**config.mk**
```make
export PLATFORM = sky130hd
export DESIGN_NAME = match_toggle_timer
export DESIGN_NICKNAME = d
export VERILOG_FILES = /design/src/rtl/tmr_pkg.sv /design/src/rtl/tmr_ref_reg.sv /design/src/rtl/tmr_count.sv /design/src/rtl/tmr_out_latch.sv /design/src/rtl/match_toggle_timer.sv
export SDC_FILE = /design/constraint.sdc
export NUM_CORES = 1
export LEC_CHECK = 0
export BUFFER_PORTS_ARGS = -buffer_cell sky130_fd_sc_hd__buf_2
export CAP_MARGIN = 20
export CORE_MARGIN = 5
export CORE_UTILIZATION = 57
export CTS_CLUSTER_DIAMETER = 60
export DETAILED_ROUTE_END_ITERATION = 12
export PLACE_DENSITY = 0.82
export SLEW_MARGIN = 20
export SYNTH_ARGS = -nofsm -noshare
export SYNTH_HDL_FRONTEND = slang
export SYNTH_HIERARCHICAL = 1
export SYNTH_SLANG_ARGS = --single-unit
```
**constraint.sdc**
```tcl
create_clock -name clk_i -period 3.38 [get_ports clk_i]
set_clock_uncertainty 0.15 [all_clocks]
set_input_delay 1.014 -clock clk_i [delete_from_list [all_inputs] [get_ports clk_i]]
set_output_delay 1.014 -clock clk_i [all_outputs]
set_load 0.05 [all_outputs]
```
**src/rtl/tmr_pkg.sv**
```systemverilog
package tmr_pkg;
  typedef struct packed {
    logic clr;   // restart request
    logic adv;   // qualified tick
  } tmr_ctrl_t;
endpackage

```
**src/rtl/tmr_ref_reg.sv**
```systemverilog
module tmr_ref_reg #(
  parameter int unsigned W = 8,
  parameter logic [W-1:0] RST_VAL = '1
) (
  input  logic         clk_i,
  input  logic         rst_ni,
  input  logic         we_i,
  input  logic [W-1:0] wdata_i,
  output logic [W-1:0] ref_o
);
  logic [W-1:0] ref_q;

  always_ff @(posedge clk_i or negedge rst_ni) begin
    if (!rst_ni)   ref_q <= RST_VAL;
    else if (we_i) ref_q <= wdata_i;
  end

  assign ref_o = ref_q;

  assert_ref_write_R9: assert property (@(posedge clk_i) disable iff (!rst_ni)
    we_i |=> ref_q == $past(wdata_i));
endmodule

```
**src/rtl/tmr_count.sv**
```systemverilog
module tmr_count
  import tmr_pkg::*;
#(
  parameter int unsigned W = 8
) (
  input  logic         clk_i,
  input  logic         rst_ni,
  input  tmr_ctrl_t    ctrl_i,
  input  logic [W-1:0] ref_i,
  output logic         match_o
);
  logic [W-1:0] cnt_q;
  logic         eq;

  assign eq      = (cnt_q == ref_i);
  assign match_o = ctrl_i.adv & eq;

  always_ff @(posedge clk_i or negedge rst_ni) begin
    if (!rst_ni)           cnt_q <= '0;
    else if (ctrl_i.clr)   cnt_q <= '0;
    else if (match_o)      cnt_q <= '0;
    else if (ctrl_i.adv)   cnt_q <= cnt_q + 1'b1;  // wraps at all-ones
  end

  assert_restart_after_match_R3: assert property (@(posedge clk_i) disable iff (!rst_ni)
    match_o |=> cnt_q == '0);
  assert_hold_when_idle_R8: assert property (@(posedge clk_i) disable iff (!rst_ni)
    (!ctrl_i.adv && !ctrl_i.clr) |=> $stable(cnt_q));
  assert_clear_on_start_R7: assert property (@(posedge clk_i) disable iff (!rst_ni)
    ctrl_i.clr |=> cnt_q == '0);
endmodule

```
**src/rtl/tmr_out_latch.sv**
```systemverilog
module tmr_out_latch (
  input  logic clk_i,
  input  logic rst_ni,
  input  logic toggle_i,
  input  logic clr_i,
  input  logic oe_we_i,
  input  logic oe_wdata_i,
  output logic oe_o,
  output logic pin_o
);
  logic lat_q;
  logic oe_q;

  always_ff @(posedge clk_i or negedge rst_ni) begin
    if (!rst_ni)       lat_q <= 1'b0;
    else if (clr_i)    lat_q <= 1'b0;
    else if (toggle_i) lat_q <= ~lat_q;
  end

  always_ff @(posedge clk_i or negedge rst_ni) begin
    if (!rst_ni)       oe_q <= 1'b0;
    else if (oe_we_i)  oe_q <= oe_wdata_i;
  end

  assign oe_o  = oe_q;
  assign pin_o = oe_q & lat_q;

  assert_toggle_on_match_R3: assert property (@(posedge clk_i) disable iff (!rst_ni)
    (toggle_i && !clr_i) |=> lat_q != $past(lat_q));
  assert_start_clears_latch_R7: assert property (@(posedge clk_i) disable iff (!rst_ni)
    clr_i |=> !lat_q);
  assert_latch_retained_R8: assert property (@(posedge clk_i) disable iff (!rst_ni)
    (!toggle_i && !clr_i) |=> $stable(lat_q));
  assert_oe_write_R6: assert property (@(posedge clk_i) disable iff (!rst_ni)
    oe_we_i |=> oe_q == $past(oe_wdata_i));
  assert_pin_gated_R5: assert property (@(posedge clk_i) disable iff (!rst_ni)
    !oe_q |-> !pin_o);
endmodule

```
**src/rtl/match_toggle_timer.sv**
```systemverilog
module match_toggle_timer
  import tmr_pkg::*;
#(
  parameter int unsigned CNT_W = 8
) (
  input  logic             clk_i,
  input  logic             rst_ni,
  input  logic             tick_i,
  input  logic             run_i,
  input  logic             start_i,
  input  logic             ref_we_i,
  input  logic [CNT_W-1:0] ref_wdata_i,
  input  logic             oe_we_i,
  input  logic             oe_wdata_i,
  output logic             oe_rdata_o,
  output logic             pin_o,
  output logic             irq_o
);
  localparam logic [CNT_W-1:0] REF_RST = {CNT_W{1'b1}};

  tmr_ctrl_t        ctrl;
  logic [CNT_W-1:0] ref_val;
  logic             match;
  logic             hit;

  assign ctrl.clr = start_i;
  assign ctrl.adv = tick_i & run_i;

  tmr_ref_reg #(.W(CNT_W), .RST_VAL(REF_RST)) i_ref (
    .clk_i   (clk_i),
    .rst_ni  (rst_ni),
    .we_i    (ref_we_i),
    .wdata_i (ref_wdata_i),
    .ref_o   (ref_val)
  );

  tmr_count #(.W(CNT_W)) i_cnt (
    .clk_i   (clk_i),
    .rst_ni  (rst_ni),
    .ctrl_i  (ctrl),
    .ref_i   (ref_val),
    .match_o (match)
  );

  // start wins over a coinciding match
  assign hit   = match & ~start_i;
  assign irq_o = hit;

  tmr_out_latch i_lat (
    .clk_i      (clk_i),
    .rst_ni     (rst_ni),
    .toggle_i   (hit),
    .clr_i      (start_i),
    .oe_we_i    (oe_we_i),
    .oe_wdata_i (oe_wdata_i),
    .oe_o       (oe_rdata_o),
    .pin_o      (pin_o)
  );

  assert_irq_needs_tick_R2: assert property (@(posedge clk_i) disable iff (!rst_ni)
    irq_o |-> (tick_i && run_i));
  assert_no_irq_on_start_R7: assert property (@(posedge clk_i) disable iff (!rst_ni)
    start_i |-> !irq_o);
endmodule

```
==> impl_metrics.toml <==
[run_status]
status = "finished clean"

[cells_and_area]
final_common_cell = "buf_2"
layout_common_cells = "18 x buf_2, 10 x dfrtp_1, 9 x xnor2_1, 9 x mux2_4, 8 x dfstp_2"
layout.nets = 116
antenna_cells = 0
utilization_pct = 66.3
drive_above_1_share_pct = 44.9
area_growth_pct = 13.2

[cts]
postCtsHoldBufs = 0
cts_tree = "yes"
clockRootBuffer = "clkbuf_4"
clock_latency_ns = 0.29
cts_inserted_buffers = 3
cts_buffer_depth = 2
clock_sinks = 18
post-cts-setup-buffers = 0
clk_pin_slew_worst_paths_ns = 0.10
ctsResizeCount = 0
htree_levels = 1

[die]
num_rows = 15
die_h_um = 51.4
start_util_pct = 58.6
die_w_um = 51.4
ioPinCount = 19
core_mm2 = 0.00167
die-area_mm2 = 0.00265

[detailed_routing]
vias_per_cell = 5.59
post_drt_wl_per_cell_um = 14.4
drc = 0
drtIter0Drc = 11
firstDrtPassIters = 4
vias = 643
ant_nets = 0
drt_wl_total_um = 1660

[synthesis]
seq_area_frac_synth_pct = 47.1
synth.yosys.warnings = 6
yosysUniqueCellTypes = 29
synth_nets = 94
syn_area_um2 = 978
syn_inst = 77
ys_seq_elements = 18
syn_avg_cell_area_um2 = 12.7

[sta]
fin_tns_setup_ns = 0
final-max-slew-violation-count = 0
finalCritPeriodShare_pct = 94.0
worstMarginPinSlew_ns = 0.391
slew_headroom_pct = 73.9
final_hold_viol_count = 0
finalSetupViolations = 0
rsz0062_at_grt = "no"
max_freq_ghz = 0.315
min_period_ns = 3.18

[setup_path]
crit_chain = "buf_2, and2_1, nand2_1, nor3_4, nor2b_4, buf_2"
cp.buffers_inverters = 2
crit_path_start = "tick_i"
crit_path_end_kind = "primary output"
cp_common_cell = "buf_2"
r2r-end = "i_lat/lat_q"
cpPeakStageDelay_ns = 0.27
crit_path_max_fanout = 3
critPathKind = "in -> out"
startpoint_type = "input port"
crit_slowest_cell = "buf_2"
r2r_cells = 6
reg2reg_slack_ns = 1.67
critPathTopFamily = "simple AND/OR/NAND/NOR gates"
r2r_start = "i_ref/ref_o[4]"
required_ns = 2.22
crit_arrival_ns = 2.01

[power_and_ir_drop]
leakagePower_nw = 0.512
peakVddDrop_uv = 211
power_density_mw_per_mm2 = 375

[global_routing]
grt_use_total_pct = 14.7
grt_start_max_net_pins = 19
grt_pass1_vias = 640
grt_pass1_wl_um = 2820
antenna_found_initial = 0
grt_overflow = 0

[placed_design]
dp_hpwl_um = 1280
port_buffers = 18
place_congestion = 0.803

[hold_path]
min_path_type = "reg -> reg"
hold_path_startpoint = "i_lat/oe_o"
min_delay_path_depth = 1
whs_endpoint = "i_lat/oe_o"

[run]
max_cap_violations = 0
## layer usage
| metal | vias up | track usage (%) | share of wire [%] |
|---|---|---|---|
| li1 | 314 | - | - |
| met1 | 316 | 17.8 | 44 |
| met2 | 9 | 23.9 | 51 |
| met3 | 4 | 2.92 | 3.6 |
| met4 | 0 | 8.30 | 2.0 |
| met5 | - | 0 | 0 |
## cell usage after synthesis
| cell | n | area (um^2) |
|---|---|---|
| nand4_1 | 1 | 6.26 |
| o2111ai_1 | 1 | 8.76 |
| ha_1 | 1 | 12.5 |
| mux2_4 | 9 | 135 |
| o31ai_2 | 1 | 12.5 |
| nand2_1 | 3 | 11.3 |
| o211a_1 | 1 | 10.0 |
| nor3_4 | 1 | 16.3 |
| o21ai_0 | 1 | 5.00 |
| xnor2_1 | 9 | 78.8 |
| dfrtp_1 | 10 | 250 |
| nand3_1 | 2 | 10.0 |
| a21oi_1 | 2 | 10.0 |
| a21boi_0 | 1 | 7.51 |
| xor2_1 | 5 | 43.8 |
| dfstp_2 | 8 | 210 |
| and4_1 | 1 | 8.76 |
| nand4_2 | 1 | 12.5 |
| nor3_1 | 5 | 25.0 |
| buf_2 | 1 | 5.00 |
| and4b_1 | 1 | 10.0 |
| buf_6 | 1 | 11.3 |
| nor2_1 | 2 | 7.51 |
| nor2b_4 | 1 | 13.8 |
| and2_1 | 2 | 12.5 |
| o32ai_1 | 1 | 8.76 |
| buf_4 | 1 | 7.51 |
| nand2b_1 | 3 | 18.8 |
| o311ai_1 | 1 | 8.76 |
## logic make-up after synthesis
logic type               synth area share, %
AO/OA/AOI/OAI                           7.29
XOR/XNOR                                12.5
adder cells (fa/ha/maj)                 1.28
buffers and inverters                   2.43
flip-flops                              47.1
multiplexers                            13.8
AND/OR/NAND/NOR                         15.6
## worst max-delay path by stage
stage	to	cells after the start	slack, ns
finish	irq_o	6	0.20
global route	irq_o	6	0.14
CTS	irq_o	6	0.20
detailed placement	irq_o	6	0.21
global placement	irq_o	6	0.25
floorplan	irq_o	5	0.17
## sequential cells by signal, indices dropped and copies added, names as in the netlist
signal / flops
i_cnt/cnt_q: 8
i_ref/ref_o: 8
i_lat/lat_q: 1
i_lat/oe_o: 1
## final cells by class
| cell class | count | area, um^2 |
|---|---|---|
| Clock buffer | 4 | 26.3 |
| Fill cell | 131 | 563 |
| Multi-Input combinational cell | 56 | 494 |
| Sequential cell | 18 | 460 |
| Tap cell | 17 | 21.3 |
| Timing Repair Buffer | 20 | 105 |
## metrics by stage
| stage | setup slack (ns) | hold WS (ns) | total power, mW | instances | cell area (um^2) |
|---|---|---|---|---|---|
| 6_report | 0.203 | 0.389 | 0.416 | 115 | 1110 |
| 4_1_cts | 0.204 | 0.396 | 0.423 | 115 | 1110 |
| 2_1_floorplan | 0.169 | 0.343 | 0.293 | 77 | 978 |
| 3_3_place_gp | 0.252 | 0.365 | 0.312 | 111 | 1080 |
| 3_5_place_dp | 0.208 | 0.366 | 0.313 | 111 | 1080 |
| 5_1_grt | 0.136 | 0.428 | 0.439 | 115 | 1110 |
## where the power goes
| part | switching [mW] | internal, mW | leakage (nW) |
|---|---|---|---|
| logic | 0.0295 | 0.0344 | 0.276 |
| registers | 0.00989 | 0.235 | 0.221 |
| clock network | 0.0612 | 0.0458 | 0.0150 |
(Power assumes the default switching activity.)
